`config.mk`:
```
export PLATFORM = sky130hd
export DESIGN_NAME = frac_decimator
export DESIGN_NICKNAME = d
export VERILOG_FILES = /design/src/rtl/decim_pkg.sv /design/src/rtl/sample_clamp.sv /design/src/rtl/lerp_mix.sv /design/src/rtl/rate_phase.sv /design/src/rtl/frac_decimator.sv
export SDC_FILE = /design/constraint.sdc
export NUM_CORES = 1
export LEC_CHECK = 0
export CAP_MARGIN = 0
export CORE_ASPECT_RATIO = 0.7
export CORE_MARGIN = 1.5
export CORE_UTILIZATION = 60
export CTS_CLUSTER_SIZE = 10
export DETAILED_ROUTE_END_ITERATION = 8
export DONT_BUFFER_PORTS = 1
export PLACE_DENSITY_LB_ADDON = 0.15
export SYNTH_ARGS = -nofsm -noshare
export SYNTH_HDL_FRONTEND = slang
export SYNTH_SLANG_ARGS = --single-unit
export TNS_END_PERCENT = 50
```
`constraint.sdc`:
```
create_clock -name clk -period 9.15 [get_ports clk]
set_clock_uncertainty 0.15 [all_clocks]
set_input_delay 0.4575 -clock clk [delete_from_list [all_inputs] [get_ports clk]]
set_output_delay 0.4575 -clock clk [all_outputs]
set_load 0.05 [all_outputs]
```
`src/rtl/decim_pkg.sv`:
```
package decim_pkg;
  typedef enum logic {
    PICK_NEAREST = 1'b0,
    PICK_LERP    = 1'b1
  } pick_mode_e;
endpackage

```
`src/rtl/sample_clamp.sv`:
```
module sample_clamp #(
  parameter int IN_W  = 24,
  parameter int SHIFT = 4,
  parameter int OUT_W = 16
) (
  input  logic signed [IN_W-1:0]  raw,
  output logic signed [OUT_W-1:0] clamped
);
  localparam logic signed [IN_W-1:0] HI = {{(IN_W-OUT_W+1){1'b0}}, {(OUT_W-1){1'b1}}};
  localparam logic signed [IN_W-1:0] LO = {{(IN_W-OUT_W+1){1'b1}}, {(OUT_W-1){1'b0}}};

  logic signed [IN_W-1:0] shifted;

  always_comb begin
    shifted = raw >>> SHIFT;
    if (shifted > HI)      clamped = HI[OUT_W-1:0];
    else if (shifted < LO) clamped = LO[OUT_W-1:0];
    else                   clamped = shifted[OUT_W-1:0];
  end
endmodule

```
`src/rtl/lerp_mix.sv`:
```
module lerp_mix #(
  parameter int W      = 16,
  parameter int FRAC_W = 10
) (
  input  logic signed [W-1:0]  prev_v,
  input  logic signed [W-1:0]  now_v,
  input  logic [FRAC_W-1:0]    weight,
  output logic signed [W-1:0]  mix
);
  localparam int PW = W + FRAC_W + 2;

  logic signed [W:0]    diff;
  logic signed [PW-1:0] prod;
  logic signed [PW-1:0] sum;

  always_comb begin
    diff = {now_v[W-1], now_v} - {prev_v[W-1], prev_v};
    prod = PW'(diff) * PW'($signed({1'b0, weight}));
    sum  = (prod >>> FRAC_W) + PW'(prev_v);
    mix  = sum[W-1:0];
  end
endmodule

```
`src/rtl/rate_phase.sv`:
```
module rate_phase #(
  parameter int STEP_W = 32,
  parameter int FRAC_W = 10,
  parameter logic [STEP_W-1:0] DEF_STEP = 32'd22877,
  localparam int CNT_W = STEP_W - FRAC_W + 1
) (
  input  logic              clk,
  input  logic              rst,
  input  logic              restart,
  input  logic [FRAC_W-1:0] restart_phase,
  input  logic              tick,
  input  logic              cfg_we,
  input  logic [STEP_W-1:0] cfg_step,
  output logic              fire,
  output logic [FRAC_W-1:0] weight
);
  localparam logic [STEP_W-1:0] ONE  = STEP_W'(1) << FRAC_W;
  localparam logic [FRAC_W-1:0] HALF = FRAC_W'(1) << (FRAC_W - 1);

  logic [STEP_W-1:0] step_pend, step_act, step_floor;
  logic [FRAC_W-1:0] phase;
  logic [CNT_W-1:0]  elapsed;
  logic [STEP_W:0]   nxt;
  logic [CNT_W-1:0]  target;

  // phase holds offset+bias, always 0..1023 in both modes
  always_comb begin
    step_floor = (cfg_step < ONE) ? ONE : cfg_step;
    nxt        = {1'b0, step_act} + {{(STEP_W+1-FRAC_W){1'b0}}, phase};
    target     = nxt[STEP_W:FRAC_W];
    weight     = nxt[FRAC_W-1:0];
    fire       = tick && !restart && ((elapsed + CNT_W'(1)) == target);
  end

  always_ff @(posedge clk) begin
    if (rst) begin
      step_pend <= DEF_STEP;
      step_act  <= DEF_STEP;
      phase     <= HALF;
      elapsed   <= '0;
    end else begin
      if (cfg_we) step_pend <= step_floor;
      if (restart) begin
        phase   <= restart_phase;
        elapsed <= '0;
      end else if (tick) begin
        if (fire) begin
          phase    <= weight;
          elapsed  <= '0;
          step_act <= step_pend;
        end else begin
          elapsed <= elapsed + CNT_W'(1);
        end
      end
    end
  end

  p_step_floor_r2: assert property (@(posedge clk) disable iff (rst)
    step_act >= ONE);
  p_count_below_target_r3: assert property (@(posedge clk) disable iff (rst)
    elapsed < target);
  p_idle_keeps_phase_r11: assert property (@(posedge clk) disable iff (rst)
    (!tick && !restart) |=> ($stable(phase) && $stable(elapsed)));
  p_restart_zero_count_r9: assert property (@(posedge clk) disable iff (rst)
    restart |=> (elapsed == '0));
endmodule

```
`src/rtl/frac_decimator.sv`:
```
module frac_decimator
  import decim_pkg::*;
#(
  parameter int IN_W    = 24,
  parameter int OUT_W   = 16,
  parameter int SHIFT   = 4,
  parameter int STEP_W  = 32,
  parameter int FRAC_W  = 10,
  parameter int CHIP_HZ = 985248,
  parameter int OUT_HZ  = 44100
) (
  input  logic                    clk,
  input  logic                    rst,
  input  logic                    mode_sel,
  input  logic                    cfg_we,
  input  logic [STEP_W-1:0]       cfg_step,
  input  logic                    tick,
  input  logic signed [IN_W-1:0]  core_in,
  output logic                    out_valid,
  output logic signed [OUT_W-1:0] out_data
);
  localparam longint DEF_L = (longint'(CHIP_HZ) * (longint'(1) << FRAC_W)
                              + longint'(OUT_HZ / 2)) / longint'(OUT_HZ);
  localparam logic [STEP_W-1:0] DEF_STEP = STEP_W'(DEF_L);
  localparam logic [FRAC_W-1:0] HALF = FRAC_W'(1) << (FRAC_W - 1);

  pick_mode_e               mode_q;
  logic                     restart;
  logic [FRAC_W-1:0]        restart_phase;
  logic                     fire;
  logic [FRAC_W-1:0]        weight;
  logic signed [OUT_W-1:0]  now_s, prev_s, mix;

  always_comb begin
    restart       = (pick_mode_e'(mode_sel) != mode_q);
    restart_phase = (pick_mode_e'(mode_sel) == PICK_NEAREST) ? HALF : '0;
  end

  rate_phase #(.STEP_W(STEP_W), .FRAC_W(FRAC_W), .DEF_STEP(DEF_STEP)) u_phase (
    .clk(clk), .rst(rst), .restart(restart), .restart_phase(restart_phase),
    .tick(tick), .cfg_we(cfg_we), .cfg_step(cfg_step),
    .fire(fire), .weight(weight)
  );

  sample_clamp #(.IN_W(IN_W), .SHIFT(SHIFT), .OUT_W(OUT_W)) u_clamp (
    .raw(core_in), .clamped(now_s)
  );

  lerp_mix #(.W(OUT_W), .FRAC_W(FRAC_W)) u_mix (
    .prev_v(prev_s), .now_v(now_s), .weight(weight), .mix(mix)
  );

  always_ff @(posedge clk) begin
    if (rst) begin
      mode_q    <= PICK_NEAREST;
      prev_s    <= '0;
      out_valid <= 1'b0;
      out_data  <= '0;
    end else begin
      mode_q    <= pick_mode_e'(mode_sel);
      out_valid <= fire;
      if (restart)   prev_s <= '0;
      else if (tick) prev_s <= now_s;
      if (fire) out_data <= (mode_q == PICK_LERP) ? mix : now_s;
    end
  end

  p_valid_after_tick_r10: assert property (@(posedge clk) disable iff (rst)
    out_valid |-> $past(tick));
  p_data_hold_r10: assert property (@(posedge clk) disable iff (rst)
    !out_valid |-> $stable(out_data));
  p_prev_cleared_r6: assert property (@(posedge clk) disable iff (rst)
    restart |=> (prev_s == '0));
  p_mix_bounded_r5: assert property (@(posedge clk) disable iff (rst)
    (fire && mode_q == PICK_LERP) |->
      ((mix >= prev_s && mix <= now_s) || (mix <= prev_s && mix >= now_s)));
  p_sat_top_r7: assert property (@(posedge clk) disable iff (rst)
    ((core_in >>> SHIFT) > IN_W'((1 << (OUT_W-1)) - 1)) |-> (now_s == {1'b0, {(OUT_W-1){1'b1}}}));
endmodule

```
# Word level (Yosys, flattened, before mapping)
# Cells that the tools add are included.
# totals
in_bits	61
word_cells	36
reg_bits	131
out_inout_bits	17
# classes
addsub	4
reduce_logical	8
magnitude_cmp	3
n_eq_ne	2
muxes	9
bitwise	1
n_mul	1
# ops
op	n
$mux W16	3
$mux W10	4
$add A32 B10 Y33	1
$lt A32 B11 Y1 const B	1
$mux W32	1
$mul A17 B11 Y26	1
$add A23 B1 Y23 const B	1
$eq A23 B23 Y1	1
$mux W23	1
$gt A20 B16 Y1 const B	1
$lt A20 B16 Y1 const B	1
$sub A16 B16 Y17	1
$add A16 B16 Y16	1
$reduce_bool A2 Y1	2
$reduce_and A3 Y1	1
$logic_and A1 B1 Y1	2
$reduce_and A2 Y1	1
$reduce_or A2 Y1	1
$logic_not A1 Y1	1
$ne A1 B1 Y1	1
$not A1 Y1	1

# Logic depth before layout (Yosys ltp)
# Gate-level depths: netlist (run 1).
# logic_depth
word_depth	7
mapped_depth	44
ltp_nobuf	43

# By module
# Synthesis (run 1) repeated with hierarchy kept, for this count alone.
# unflattened
hier_cells	1701
area_unflattened_um2	14825.5
# modules_own_cells
module	area_each_um2	n_inst	seq_area_each_um2	cells_per_inst
lerp_mix	7339.5	1	0.0	857
rate_phase	5614.1	1	1941.9	652
frac_decimator	1401.3	1	680.7	132
sample_clamp	470.5	1	0.0	60

# Least setup slack after synthesis (run 1)
# OpenSTA, ideal clock, no wires.
# synth_path
path_kind	input-to-reg
start	input core_in[20]
end	register out_data[15]
arrival_ns	9.375
slack_ns	-0.497
path_buffers	1
required_ns	8.877
stages	41
path_cell_list	nor4_1 > nor2_1 > clkbuf_1 > o21ai_0 > ha_1 > inv_1 > fa_1 > a211oi_1 > o21a_1 > o311ai_0 > nand3_1 > nand2_1 > a21o_1 > a21oi_1 > xnor2_1 > nand2_1 > fa_1 > inv_1 > [5 not listed] > inv_1 > ha_1 > nand3_1 > or4_1 > a21oi_1 > o21a_1 > o21a_1 > nor2_1 > xnor2_1 > ha_1 > nand2_1 > o21ai_0 > a211oi_1 > o21bai_1 > a21oi_1 > xnor3_1 > o21ai_0 > mux2i_1
# synth_between
elab_chain_len	7
elab_cells_between_ends	8
cone_classes	add/sub (2); mul (1); order compare (2); mux (3)
# synth_rtl
item	line	source
from (decl)	frac_decimator.sv:18	input logic signed [IN_W-1:0] core_in,
$lt A20 B16 Y1	sample_clamp.sv:17	else if (shifted < LO) clamped = LO[OUT_W-1:0];
$mux W16	sample_clamp.sv:17	
$mux W16 *	sample_clamp.sv:16	if (shifted > HI) clamped = HI[OUT_W-1:0];
$sub A16 B16 Y17	lerp_mix.sv:17	diff = {now_v[W-1], now_v} - {prev_v[W-1], prev_v};
$mul A17 B11 Y26	lerp_mix.sv:18	prod = PW'(diff) * PW'($signed({1'b0, weight}));
$add A16 B16 Y16	lerp_mix.sv:19	sum = (prod >>> FRAC_W) + PW'(prev_v);
$mux W16 *	frac_decimator.sv:64	if (fire) out_data <= (mode_q == PICK_LERP) ? mix : now_s;
to (signal assigned)	frac_decimator.sv:64	
to (decl)	frac_decimator.sv:20	output logic signed [OUT_W-1:0] out_data
# Every way passes the cells marked *; elsewhere a longest branch is shown, timed or not.
# A chain may end at the register's enable or synchronous reset.

# Final worst setup path (run 1)
# layout_path
start	input core_in[20]
end	register out_data[15]
# layout_between
elab_chain_len	7
elab_cells_between_ends	8
cone_classes	add/sub (2); mul (1); order compare (2); mux (3)
# layout_rtl
item	line	source
$lt A20 B16 Y1	sample_clamp.sv:17	
$mux W16	sample_clamp.sv:17	
$mux W16 *	sample_clamp.sv:16	
net now_s[1]	frac_decimator.sv:32	logic signed [OUT_W-1:0] now_s, prev_s, mix;
$sub A16 B16 Y17 *	lerp_mix.sv:17	
$mul A17 B11 Y26 *	lerp_mix.sv:18	
$add A16 B16 Y16 *	lerp_mix.sv:19	
$mux W16 *	frac_decimator.sv:64	
# Mark *: on every way through the listed nets, which the timed path passes. The rest lies on a longest branch.

==> results_dict.tcl, run 1 <==
set metrics [dict create \
    grt_max_degree 69 \
    antenna_found_initial 1 \
    synth_cell_types 88 \
    htree_num_levels 4 \
    holdPathEnd "u_phase.step_pend[14]" \
    synth_edf_count 0 \
    drtPass1Iterations 8 \
    fp.dieH_um 133 \
    reg2reg_depth 38 \
    synth_fa_ha_area_share_pct 28.9 \
    syn_inst 1645 \
    core-area_sq_um 23600 \
    worst_hold_slack_ns 0.00617 \
    startpoint_type "input pin" \
    detail-route-antenna-nets 0 \
    muxShareOfSynthArea_pct 6.58 \
    fillers 1752 \
    synth_area_per_cell_sq_um 8.78 \
    n_antenna_cell 0 \
    cts_sinks 131 \
    slowest_delay_ns 0.56 \
    timing.final.ws_setup_ns -0.129 \
    rsz0062_at_grt "true" \
    synth_top_family_by_area "adder cells" \
    hold_viol_final 0 \
    fmax_mhz 108 \
    cp-end-kind "flop" \
    nets 2107 \
    first_iter_violations 1117 \
    clk_pin_slew_worst_paths_ns 0.07 \
    ctsRootBufferMaster "clkbuf_16" \
    yosysWarnings 0 \
    vias_per_cell 5.84 \
    crit_path_max_fanout 7 \
    clk_path_buf_depth 2 \
    synth_area_sq_um 14400 \
    start_util_pct 61.1 \
    cts_tree "yes" \
    cts-buffers-inserted 17 \
    period_share_pct 101 \
    vias 12445 \
    outcome "complete, but fails checks" \
    yosysSeqAreaShare_pct 18.2 \
    maxCapViolCount 0 \
    fp-row-count 47 \
    finalSetupViolCount 1 \
    timing.rr.start "prev_s[1]" \
    worst_r2r_endpoint "out_data[15]" \
    dp_cells 2054 \
    ys_top_cells_by_count "inv_1 (220), nor2_1 (163), fa_1 (147)" \
    drive_gt1_share_pct 20.8 \
    holdPathStages 1 \
    fin_crit_ns 9.28 \
    crit_arrival_ns 9.40 \
    clk_latency_ns 0.43 \
    netlist_top_cells_area "fa_1 (20%), dfxtp_1 (18%), ha_1 (8.6%)" \
    tightestPinTransition_ns 1.09 \
    yosys.area_share.simple_pct 19.5 \
    io_pins 78 \
    critPathSlowestCell "or4_4" \
    slew_viol_final 0 \
    yosys.area_share.xor_xnor_pct 7.76 \
    synth-compound-area-share_pct 10.7 \
    synthArstFlopShare_pct 0 \
    die_w_um 188 \
    crit_required_ns 9.27 \
    grt_pass1_vias 12219 \
    synth_top_area_share_pct 20.4 \
    violations "negative setup slack" \
    dieArea_sq_um 25000 \
    synth_top_flop_cell "dfxtp_1" \
    synth.most_common_cell "inv_1" \
    synth_fp_nets 1952 \
    wirelength_um 42000 \
    setup_tns_ns -0.129 \
    gr-total-overflow 0 \
    r2r_setup_slack_ns 0.15 \
    crit_type "input pin to flop" \
    hp-class "input pin to flop" \
    area_growth_pct 20.1 \
    dpl_worst_slack_ns -0.646 \
    synth-seq-cells 131 \
    grt_pass1_wl_um 65500 \
    max_slew_margin_pct 26.9 \
    drc_errors 0 \
    port_buffers 0 \
    hpwl_um 31800 \
    place_congestion 0.916 \
    grt.total_usage_pct 33.6 \
    holdCritStartpoint "cfg_step[14]" \
    yosysTopAreaCell "fa_1" \
    stdcell_count 2131 \
    wl_per_cell_um 19.7 \
]
[critical path, delay by kind of cell]
kind	cells	cell delay (ns)
fa+ha+maj	8	3.48
buf+inv	4	0.29
compound gates	15	2.71
xor+xnor	2	0.35
mux	1	0.11
simple gates	10	1.95
[cell type report]
cell class / count / area (sq um) / share of cell area (%)
multi-input cells: 1231 / 11300 / 65.2
flip-flops and latches: 131 / 2620 / 15.1
repair buffers: 199 / 1590 / 9.18
clock inverters: 15 / 169 / 0.973
clock buffers: 17 / 425 / 2.45
well taps: 318 / 398 / 2.29
inverters: 220 / 826 / 4.76
[stage by stage]
step                      util [%]  area (sq um)
after floorplan                  -         14600
after detailed placement      66.7         15800
final                         73.4         17400
after global routing          73.4         17400
after CTS                     70.6         16700
after global placement        66.7         15800
[how the worst max path moves through the flow]
stage           startpoint            to  slack, ns
2_1_floorplan  core_in[20]  out_data[15]       0.03
3_3_place_gp   core_in[20]  out_data[15]      -0.45
3_5_place_dp   core_in[20]  out_data[15]      -0.65
4_1_cts        core_in[22]  out_data[15]      0.004
5_1_grt        core_in[20]  out_data[15]      -0.42
6_report       core_in[20]  out_data[15]      -0.13
[layer usage]
layer | GRT usage (%) | wire [um] | vias to the layer above
met2 | 47.9 | 17500 | 561
li1 | - | - | 5758
met4 | 6.70 | 652 | 2
met1 | 49.9 | 19100 | 6068
met3 | 10.2 | 4660 | 56
met5 | 0 | 10 | -
[state kept, by name, summed over array words and instances, names as in the netlist]
name / count
u_phase.step_act: 32
prev_s: 16
mode_q: 1
out_data: 16
out_valid: 1
u_phase.phase: 10
u_phase.elapsed: 23
u_phase.step_pend: 32
[logic make-up (layout without fill, tap and decap cells)]
logic type,after synthesis,after routing
AOI/OAI and AO/OA,208,208
xor gates and xnor gates,120,121
adders and majority gates,246,246
buffers and inverters,284,451
DFF,131,131
muxes,94,94
and+or+nand+nor,562,562
[what timing repair did]
| item | 4_1_cts | 5_1_grt |
|---|---|---|
| gates resized for setup | 26 | 102 |
| hold buffers | 5 | 0 |
| cloned | 1 | 0 |
| setup endpoints to repair | 4 | 8 |
| setup buffers | 13 | 27 |
| pin swaps | 33 | 85 |
| hold endpoints to repair | 68 | 0 |
[placed cells by master (no fill, tap or decap), types with 56 or more instances in the layout]
cell type,Yosys,routed
nand2_1,134,122
mux2i_1,86,86
fa_1,147,142
buf_4,3,178
dfxtp_1,131,131
nor2_1,163,160
xnor2_1,72,64
and2_1,57,56
ha_1,99,85
inv_1,220,206
Power of run 1 is left out: the tool's default activity adds up to more than one toggle a clock period on the data nets, which glitch-free logic cannot reach.
==> run 2, diff against run 1 <==
SYNTH_HIERARCHICAL = 1   (was default)
==> run 2 against run 1 <==
Effect of this change: the run now ends clean; sequential cell count did not move; count of clock-buffer cells in the layout is the same; routed wire length fell by 11%; global-route usage down 3.0 points; non-clock buffer count fell by 83; maximum frequency rose by 5.6%; via count down 2.0%; hold slack improved by 0.0063 ns; synthesized cell count is 3.4% higher; first-iteration DRC count shrank 0.18%.
==> results_dict.tcl, run 2 <==
set metrics [dict create \
    worst_r2r_endpoint "out_data[14]" \
    start_util_pct 61.9 \
    vias 12202 \
    syn_inst 1701 \
    vias_per_cell 5.84 \
    grt_pass1_wl_um 61700 \
    maxCapViolCount 0 \
    yosysTopAreaCell "fa_1" \
    worst-path-buf-inv 6 \
    stdcell_count 2089 \
    hold_viol_final 0 \
    reg2reg_depth 36 \
    area_growth_pct 11.0 \
    timing.rr.start "u_phase/step_act[0]" \
    ctsRootBufferMaster "clkbuf_16" \
    yosysSeqAreaShare_pct 17.7 \
    slew_viol_final 0 \
    n_antenna_cell 0 \
    crit_required_ns 9.28 \
    grt_max_degree 107 \
    tightestPinTransition_ns 1.09 \
    fin_area_sq_um 16500 \
    io_pins 78 \
    drtPass1Iterations 5 \
    netlist_top_cells_area "fa_1 (20%), dfxtp_1 (18%), ha_1 (8.3%)" \
    clk_path_buf_depth 2 \
    slowest_delay_ns 0.58 \
    synth_top_area_share_pct 19.8 \
    synth_edf_count 0 \
    crit_arrival_ns 8.92 \
    clk_pin_slew_worst_paths_ns 0.07 \
    cts_tree "yes" \
    wirelength_um 37500 \
    crit_type "input pin to flop" \
    hpwl_um 28900 \
    fin_crit_ns 8.78 \
    die_w_um 191 \
    htree_num_levels 4 \
    outcome "finished clean" \
    first_iter_violations 1115 \
    wl_per_cell_um 18.0 \
    holdPathStages 1 \
    fp-row-count 47 \
    grt.total_usage_pct 30.5 \
    synthArstFlopShare_pct 0 \
    ys_top_cells_by_count "inv_1 (218), fa_1 (147), nand2_1 (145)" \
    drive_gt1_share_pct 11.9 \
    final_common_cell "inv_1" \
    finalSetupViolCount 0 \
    place_congestion 0.907 \
    drc_errors 0 \
    nets 2064 \
    fmax_mhz 114 \
    port_buffers 0 \
    hp-class "input pin to flop" \
    dp_cells 2043 \
    placed_area_sq_um 15600 \
    max_slew_margin_pct 27.3 \
    antenna_found_initial 0 \
    fp.dieH_um 135 \
    clk_latency_ns 0.43 \
    worst_hold_slack_ns 0.0125 \
    detail-route-antenna-nets 0 \
    synth_area_sq_um 14800 \
    final_cell_mix "inv_1 (218), fa_1 (146), nand2_1 (145)" \
    cts_sinks 131 \
    synth_cell_types 90 \
    synth-seq-cells 131 \
    synth_area_per_cell_sq_um 8.72 \
    grt_pass1_vias 11799 \
    crit_path_max_fanout 16 \
    r2r_setup_slack_ns 0.43 \
    crit_top_cell "fa_1" \
    cts-buffers-inserted 17 \
    fillers 1862 \
    yosysWarnings 6 \
    gr-total-overflow 0 \
    final_util_pct 68.7 \
    holdPathEnd "u_phase/step_pend[0]" \
    startpoint_type "input pin" \
    synth_top_flop_cell "dfxtp_1" \
    dieArea_sq_um 25700 \
    synth.most_common_cell "inv_1" \
    critPathSlowestCell "fa_1" \
    largestRegisters "u_phase/step_act (32), u_phase/step_pend (32), u_phase/elapsed (23)" \
    holdCritStartpoint "cfg_step[0]" \
    core-area_sq_um 23900 \
    cp-end-kind "flop" \
    period_share_pct 96.0 \
    cpLargestDelayFamily "adder cells" \
]
## run 2: changes by cell type in the layout (fill, tap and decap cells not counted), moves of 19 or more
cell	before	now
nor3_1	24	47
o21a_1	27	7
nor2_1	160	140
nor2b_1	35	16
nand2_1	122	145
buf_4	178	108
a211oi_1	5	28
## run 2: worst reg2reg max path, delay by kind of cell (launching register included)
family,cells,cell delay (ns)
adder cells (fa/ha/maj),9,3.76
AO/OA/AOI/OAI,10,2.14
AND/OR/NAND/NOR,8,1.19
buffers and inverters,5,0.50
XOR/XNOR,3,0.47
flip-flops,1,0.36
multiplexers,1,0.10
## run 2: worst max-delay path by stage
stage	startpoint	cells past startpoint	to
6_report	core_in[20]	38	out_data[15]
2_1_floorplan	core_in[23]	40	out_data[15]
3_5_place_dp	core_in[4]	39	out_data[15]
3_3_place_gp	core_in[4]	39	out_data[15]
5_1_grt	u_phase/step_act[0]	37	out_data[15]
4_1_cts	u_phase/step_act[0]	38	out_data[14]
## run 2: area by class of cell
class                           instances  area [sq um]  share of cell area, %
Clock buffer                           17           425                   2.59
Clock inverter                         15           163                  0.989
Inverter                              218           818                   4.97
Multi-Input combinational cell       1274         11100                   67.5
Sequential cell                       131          2620                   15.9
Tap cell                              318           398                   2.42
Timing Repair Buffer                  116           920                   5.59
## run 2: logic make-up after synthesis
kind of cell,count (synthesis),synth area share (%)
other,1,0.0253
buffers and inverters,304,8.66
flip-flops,131,17.7
AND/OR/NAND/NOR,588,20.0
multiplexers,93,6.28
AO/OA/AOI/OAI,221,11.8
adder cells (fa/ha/maj),245,28.1
XOR/XNOR,118,7.44
## run 2: repair_timing
| item | in CTS | in global routing |
|---|---|---|
| hold buffers | 6 | 0 |
| endpoints found under the setup margin | 0 | 9 |
| buffers inserted | 0 | 8 |
| endpoints found under the hold margin | 107 | 0 |
| resized for setup | 0 | 33 |
## run 2: per-layer routing
metal | routed length, um | share of wire, % | global-route usage, % | vias up
li1 | - | - | - | 5780
met1 | 18300 | 49 | 48.5 | 5903
met2 | 15100 | 40 | 41.9 | 496
met3 | 3880 | 10 | 7.72 | 23
met4 | 238 | 0.63 | 4.29 | 0
met5 | 0 | 0 | 0 | -
## run 2: stage by stage
stage,TNS (ns),setup WS (ns)
3_3_place_gp,-0.194,-0.125
4_1_cts,0,0.0412
3_5_place_dp,-0.583,-0.287
5_1_grt,-0.103,-0.0554
6_report,0,0.365
2_1_floorplan,0,0.188
Power of run 2 is left out for the same reason.
